$ cat config.mk
export PLATFORM = sky130hd
export DESIGN_NAME = ser_front
export DESIGN_NICKNAME = d
export VERILOG_FILES = /design/src/rtl/ser_front_pkg.sv /design/src/rtl/ser_front_sync.sv /design/src/rtl/ser_front_edge.sv /design/src/rtl/ser_front_shift.sv /design/src/rtl/ser_front.sv
export SDC_FILE = /design/constraint.sdc
export NUM_CORES = 1
export LEC_CHECK = 0
export CORE_ASPECT_RATIO = 1.4
export CORE_MARGIN = 5
export CORE_UTILIZATION = 41
export CTS_CLUSTER_SIZE = 20
export DETAILED_ROUTE_END_ITERATION = 10
export DONT_BUFFER_PORTS = 1
export MAX_ROUTING_LAYER = met4
export SYNTH_ARGS = -nofsm -noshare
export SYNTH_HDL_FRONTEND = slang
export SYNTH_SLANG_ARGS = --single-unit
$ cat constraint.sdc
create_clock -name clk -period 2.13 [get_ports clk]
set_clock_uncertainty 0.1 [all_clocks]
set_input_delay 0.1065 -clock clk [delete_from_list [all_inputs] [get_ports clk]]
set_output_delay 0.1065 -clock clk [all_outputs]
set_load 0.05 [all_outputs]
$ cat src/rtl/ser_front_pkg.sv
package ser_front_pkg;
  typedef enum logic {
    PH_FALL = 1'b0,
    PH_RISE = 1'b1
  } phase_e;

  localparam int unsigned WORD_W_DEF  = 16;
  localparam int unsigned SYNC_STAGES = 2;
endpackage

$ cat src/rtl/ser_front_sync.sv
module ser_front_sync #(
  parameter int unsigned W      = 3,
  parameter int unsigned STAGES = 2,
  parameter logic [W-1:0] RST_VAL = '0
) (
  input  logic         clk,
  input  logic         rst_n,
  input  logic [W-1:0] async_in,
  output logic [W-1:0] sync_out
);
  logic [W-1:0] stg [STAGES];

  always_ff @(posedge clk or negedge rst_n) begin
    if (!rst_n) stg[0] <= RST_VAL;
    else        stg[0] <= async_in;
  end

  for (genvar i = 1; i < STAGES; i++) begin : g_stage
    always_ff @(posedge clk or negedge rst_n) begin
      if (!rst_n) stg[i] <= RST_VAL;
      else        stg[i] <= stg[i-1];
    end
  end

  assign sync_out = stg[STAGES-1];
endmodule

$ cat src/rtl/ser_front_edge.sv
module ser_front_edge #(
  parameter logic RST_VAL = 1'b0
) (
  input  logic clk,
  input  logic rst_n,
  input  logic level,
  output logic rise,
  output logic fall
);
  logic prev_q;

  always_ff @(posedge clk or negedge rst_n) begin
    if (!rst_n) prev_q <= RST_VAL;
    else        prev_q <= level;
  end

  assign rise = level & ~prev_q;
  assign fall = ~level & prev_q;
endmodule

$ cat src/rtl/ser_front_shift.sv
module ser_front_shift
  import ser_front_pkg::*;
#(
  parameter int unsigned WORD_W = WORD_W_DEF
) (
  input  logic              clk,
  input  logic              rst_n,
  input  logic              shift_en,
  input  logic              fall_en,
  input  logic              sdin,
  input  phase_e            phase,
  output logic              sdout,
  output logic [WORD_W-1:0] par
);
  localparam int unsigned TOP = WORD_W - 1;

  logic [WORD_W-1:0] sreg_q;
  logic              spill_q;
  logic              dout_q;

  always_ff @(posedge clk or negedge rst_n) begin
    if (!rst_n) begin
      sreg_q  <= '0;
      spill_q <= 1'b0;
      dout_q  <= 1'b0;
    end else if (shift_en) begin
      sreg_q  <= {sreg_q[TOP-1:0], sdin};
      spill_q <= sreg_q[TOP];
      if (phase == PH_RISE) dout_q <= sreg_q[TOP];
    end else if (fall_en && phase == PH_FALL) begin
      dout_q <= spill_q;
    end
  end

  assign sdout = dout_q;
  assign par   = sreg_q;
endmodule

$ cat src/rtl/ser_front.sv
module ser_front
  import ser_front_pkg::*;
#(
  parameter int unsigned WORD_W = WORD_W_DEF
) (
  input  logic              clk,
  input  logic              rst_n,
  input  logic              sclk,
  input  logic              din,
  input  logic              cs_n,
  input  logic              phase_sel,
  input  logic              phase_load,
  output logic              dout,
  output logic [WORD_W-1:0] word,
  output logic              word_valid
);
  logic s_sclk, s_din, s_cs_n;
  logic sclk_rise, sclk_fall, cs_rise, cs_fall_unused;
  logic sclk_unused_hi;
  logic active;
  phase_e phase_q;
  logic [WORD_W-1:0] par;
  logic [WORD_W-1:0] word_q;
  logic              valid_q;

  ser_front_sync #(.W(3), .STAGES(SYNC_STAGES), .RST_VAL(3'b100)) u_sync (
    .clk      (clk),
    .rst_n    (rst_n),
    .async_in ({cs_n, din, sclk}),
    .sync_out ({s_cs_n, s_din, s_sclk})
  );

  ser_front_edge #(.RST_VAL(1'b0)) u_sclk_edge (
    .clk   (clk),
    .rst_n (rst_n),
    .level (s_sclk),
    .rise  (sclk_rise),
    .fall  (sclk_fall)
  );

  ser_front_edge #(.RST_VAL(1'b1)) u_cs_edge (
    .clk   (clk),
    .rst_n (rst_n),
    .level (s_cs_n),
    .rise  (cs_rise),
    .fall  (cs_fall_unused)
  );

  assign active         = ~s_cs_n;
  assign sclk_unused_hi = cs_fall_unused;

  always_ff @(posedge clk or negedge rst_n) begin
    if (!rst_n)          phase_q <= PH_FALL;
    else if (phase_load) phase_q <= phase_e'(phase_sel);
  end

  ser_front_shift #(.WORD_W(WORD_W)) u_shift (
    .clk      (clk),
    .rst_n    (rst_n),
    .shift_en (sclk_rise & active),
    .fall_en  (sclk_fall & active),
    .sdin     (s_din),
    .phase    (phase_q),
    .sdout    (dout),
    .par      (par)
  );

  always_ff @(posedge clk or negedge rst_n) begin
    if (!rst_n) begin
      word_q  <= '0;
      valid_q <= 1'b0;
    end else begin
      valid_q <= cs_rise;
      if (cs_rise) word_q <= par;
    end
  end

  assign word       = word_q;
  assign word_valid = valid_q;
endmodule

* Word level (Yosys, flattened, before mapping)
Cells that the tools add are included.
** Operators by class
- Reductions and logical operators :: 3
- Equal/unequal tests :: 1
- Bitwise operators :: 10
- Multiplexer cells :: 3
** Operators with widths (number)
- 1-bit bitwise AND :: 5
- 1-bit inverter :: 5
- 1-bit two-way mux :: 3
- 2-bit inequality test, second input constant :: 1
- 2-bit AND reduction :: 1
- 2-bit nonzero test :: 1
- 1-bit logical AND :: 1
** Word-level totals
- Register bits after elaboration :: 44
- Word-level logic and storage cells :: 27
- Output and inout bits :: 18

* Depth between registers and ports, before layout
- Depth in word-level cells :: 6
- Depth in mapped cells :: 4
- Mapped depth without buffers :: 3

* Modules after synthesis
From an unflattened synthesis, not the netlist that was laid out.
** Unflattened totals
- Cells, all modules :: 96
- Area total of the unflattened synthesis :: 1730.4 sq um
** By module, submodules not included
- ser_front_shift :: times used 1, cells each 42, area each 750.7 sq um
- ser_front :: times used 1, cells each 39, area each 723.2 sq um
- ser_front_sync :: times used 1, cells each 9, area each 175.2 sq um
- ser_front_edge at u_cs_edge :: times used 1, cells each 3, area each 41.3 sq um
- ser_front_edge at u_sclk_edge :: times used 1, cells each 3, area each 40.0 sq um

* Least setup slack after synthesis
Ideal clock, no wire load.
- Path type :: reg-to-reg
- Start :: register u_sclk_edge.prev_q
- End :: register u_shift.dout_q, in the netlist u_shift.sdout
- Setup time :: 0.128 ns
- Arrival :: 1.353 ns
- Path slack :: 0.549 ns
- Data required time :: 1.902 ns
- Buffers on the path :: 0
- Cell stages (with the launch flop) :: 4
- Period minus slack after synthesis :: 1.581 ns
- Cells stage by stage :: dfrtp_1 > nor3b_4 > mux2_4 > mux2_1
** Between the ends
- Longest elaborated chain between the ends :: 5
- Elaborated cells on any way between the ends :: 10
- Those cells by class :: eq/ne: 1; mux: 1; bitwise: 5; reduce/logical: 3
** Ends and longest elaborated chain
- start, declared :: line ser_front_edge.sv:10 : logic prev_q;
- start signal, assigned :: line ser_front_edge.sv:14 : else prev_q <= level;
- 1-bit inverter or 1-bit bitwise AND (tied branches) :: line ser_front_edge.sv:17, ser_front_edge.sv:18
- 1-bit bitwise AND, on equally long branches :: line ser_front_edge.sv:17, ser_front.sv:61
- 1-bit bitwise AND or 1-bit logical AND (tied branches) :: line ser_front.sv:60, ser_front_shift.sv:30
- 2-bit inequality test (no line) or 2-bit nonzero test (tied branches)
- 2-bit AND reduction (no line)
- end signal, assigned :: line ser_front_shift.sv:29 : if (phase == PH_RISE) dout_q <= sreg_q[TOP];
- end signal, assigned :: line ser_front_shift.sv:31 : dout_q <= spill_q;
- end, declared :: line ser_front_shift.sv:19 : logic dout_q;
Parallel ways exist; a longest one is shown, timed or not.
A chain may end at the register's enable or synchronous reset.

* Worst setup path after layout
- Start :: register u_cs_edge.prev_q
- End :: register word_q[2], in the netlist word[2]
** Between the ends
- Longest elaborated chain between the ends :: 2
** Ends and longest elaborated chain
- start, declared :: line ser_front_edge.sv:10
- start signal, assigned :: line ser_front_edge.sv:14
- 1-bit inverter :: line ser_front_edge.sv:17 : assign rise = level & ~prev_q;
- 1-bit bitwise AND :: line ser_front_edge.sv:17
- end signal, assigned :: line ser_front.sv:74 : if (cs_rise) word_q <= par;
- end, declared :: line ser_front.sv:23 : logic [WORD_W-1:0] word_q;
Every way passes these cells.

==> metrics.txt <==
outcome completed; Core ar. 3680 µm²; Syn Area/Cell 17.9 µm²; Hold Crit Class in2async; first-pass GRT wire length 4060 µm; largest net degree at the start of global routing between 40 and 50; clock buffer depth 2; Ys Warns 0; chip width about 62 µm; ant diodes 0; Ports 25; post-route cell area 1820 µm²; Clock Sinks 44; R2R depth 3; post-synth top area cell dfrtp_1; reg2reg start u_cs_edge.prev_q; Tcrit/Tclk final slightly above 70%; crit path from u_cs_edge.prev_q; clock latency on the worst-skew pair ~0.29 ns; clk slew on worst S/H paths about 0.08 ns; DRC viols 0; die area ~5200 µm²; met1 track demand over resource a little under an eighth; antenna violations before repair 0; top post-synthesis cells by count dfrtp_1 (41), mux2_2 (33), dfstp_2 (3), buf_2 (2); final setup TNS 0 ns; vias in the first global route ~770; CTS Root Cell clkbuf_8; GPL Wtd Cong between 0.6 and 0.7; final period demand of the worst path 1.53 ns; Final Slew Violations 0; Post-CTS Setup Bufs 0; Reg2Reg Setup Slack ~0.6 ns; GRT overflow 0; Final Hold Vio Count 0; via count roughly 740; #FFs+latches synth 44; WP data required 2.21 ns; Initial Utilization about 43%; Global Route Usage Sum between 10 and 15%; WS Path Type reg2reg; Crit path arrival time 1.61 ns; Post-Syn Instances 88; CP startpoint kind flop; Area Overhead vs Synth 15.6%; syn_nets 95; RR Endpoint word[2]; Post-synth EDFFs 0; GRT busiest layer met2; TritonRoute pass-1 iters 3; setup violators final 0; Die Ht 83.3 µm; Max FO, Critical Path 10; Rows 26; Max VDD drop 0.000520 V; crit end category flop; synthesized cell area approximately 1600 µm²; WL final between 2000 and 2500 µm; DP Area around 1600 µm²; Synth Flop Type dfrtp_1; share of the synthesized area in the top cell type 65.2%; grt met3 use roughly 4.5%; Port Buf Inserts 0; H-tree levels 2; share of cells above drive strength 1 between 40% and 50%; sequential share of the synthesized area a little over two thirds; synth top area cells dfrtp_1 (65%), mux2_2 (24%), dfstp_2 (5.0%); crit path capture word[2]; Worst Tran Pin Value ~0.5 ns; routed vias/inst ~5; Max Cap Violations 0; Lkg Pwr slightly below 0.9 nW; post-route antenna net violation count 0; CTS tree yes; number of distinct library cells after synthesis 13; CTS Buf Count 5; GR Layer Usage met2 around 15%; pwr dens ~1200 nW/µm²; Post-synth ARST share 100%; relative slew slack 67.2%; post-DR wirelength/cell ~16 µm; fmax 0.653 GHz; most common cell in the synthesized netlist dfrtp_1; hold slack final 0.173 ns; RSZ-0062 raised after global routing false; HPWL Detailed approximately 1600 µm; DRT iter0 DRCs 5; layout net count approximately 110
-- worst max-delay path, cell delays in order (launching register included) --
cell and delay, ns:
dfstp_2 0.52, nand2b_1 0.22, buf_4 0.23, mux2_2 0.35
-- registers in the layout (all words and copies together), names as in the netlist --
name / count
u_sclk_edge.prev_q: 1
u_shift.par: 16
u_sync.stg: 3
u_shift.sdout: 1
phase_q: 1
word: 16
u_shift.spill_q: 1
u_cs_edge.prev_q: 1
u_sync.sync_out: 3
word_valid: 1
-- metrics by stage --
| stage | power, mW | utilization [%] | worst slack, ns | instances |
|---|---|---|---|---|
| 2_1_floorplan | 1.49 | - | 0.549 | 88 |
| 3_3_place_gp | 1.54 | 44.3 | 0.587 | 130 |
| 3_5_place_dp | 1.56 | 44.3 | 0.583 | 130 |
| 4_1_cts | 2.21 | 49.5 | 0.578 | 145 |
| 5_1_grt | 2.29 | 49.5 | 0.537 | 145 |
| 6_report | 2.18 | 49.5 | 0.598 | 145 |
-- logic make-up after synthesis --
logic type,Yosys count,synth area share (%)
AOI/OAI and AO/OA,1,0.318
muxes,35,25.3
DFF,44,70.2
buffers and inverters,4,1.59
and+or+nand+nor,4,2.62
-- cell usage in the layout, fill, tap and decap left out, types with 3 or more instances in the layout --
cell type,synthesis,layout
buf_4,0,3
clkbuf_8,0,5
dfrtp_1,41,41
dfstp_2,3,3
dlygate4sd3_1,0,6
mux2_2,33,33
-- cell type report --
cell class,count,area (µm²)
fillers,320,1860
flip-flops and latches,44,1100
multi-input cells,40,444
repair buffers,10,103
clock buffers,5,68.8
well taps,42,52.6
clock inverters,3,42.5
inverters,1,3.75
-- worst min-delay path by stage --
stage                     slack, ns  depth (start not counted)       end  start
final                          0.17                          2  word[12]  rst_n
after detailed placement      -0.29                          0  word[12]  rst_n
after CTS                      0.17                          2  word[13]  rst_n
after global placement        -0.29                          0  word[12]  rst_n
after floorplan               -0.29                          0   phase_q  rst_n
after global routing           0.21                          2  word[11]  rst_n
-- power by group --
group	leakage (nW)	internal, mW	switching, mW	total, mW
registers	0.566	0.988	0.371	1.36
clock network	0.0541	0.347	0.278	0.625
logic	0.247	0.135	0.0651	0.200
-- what timing repair did --
item / CTS / global route
endpoints found under the hold margin: 48 / 0
hold buffers: 7 / 0
resized for setup: 0 / 0
-- routing by layer --
layer | part of all wire (%) | vias up
li1 | - | 333
met1 | 41 | 380
met2 | 49 | 17
met3 | 7.3 | 7
met4 | 2.4 | 0
met5 | 0 | -
(Power assumes the default switching activity.)
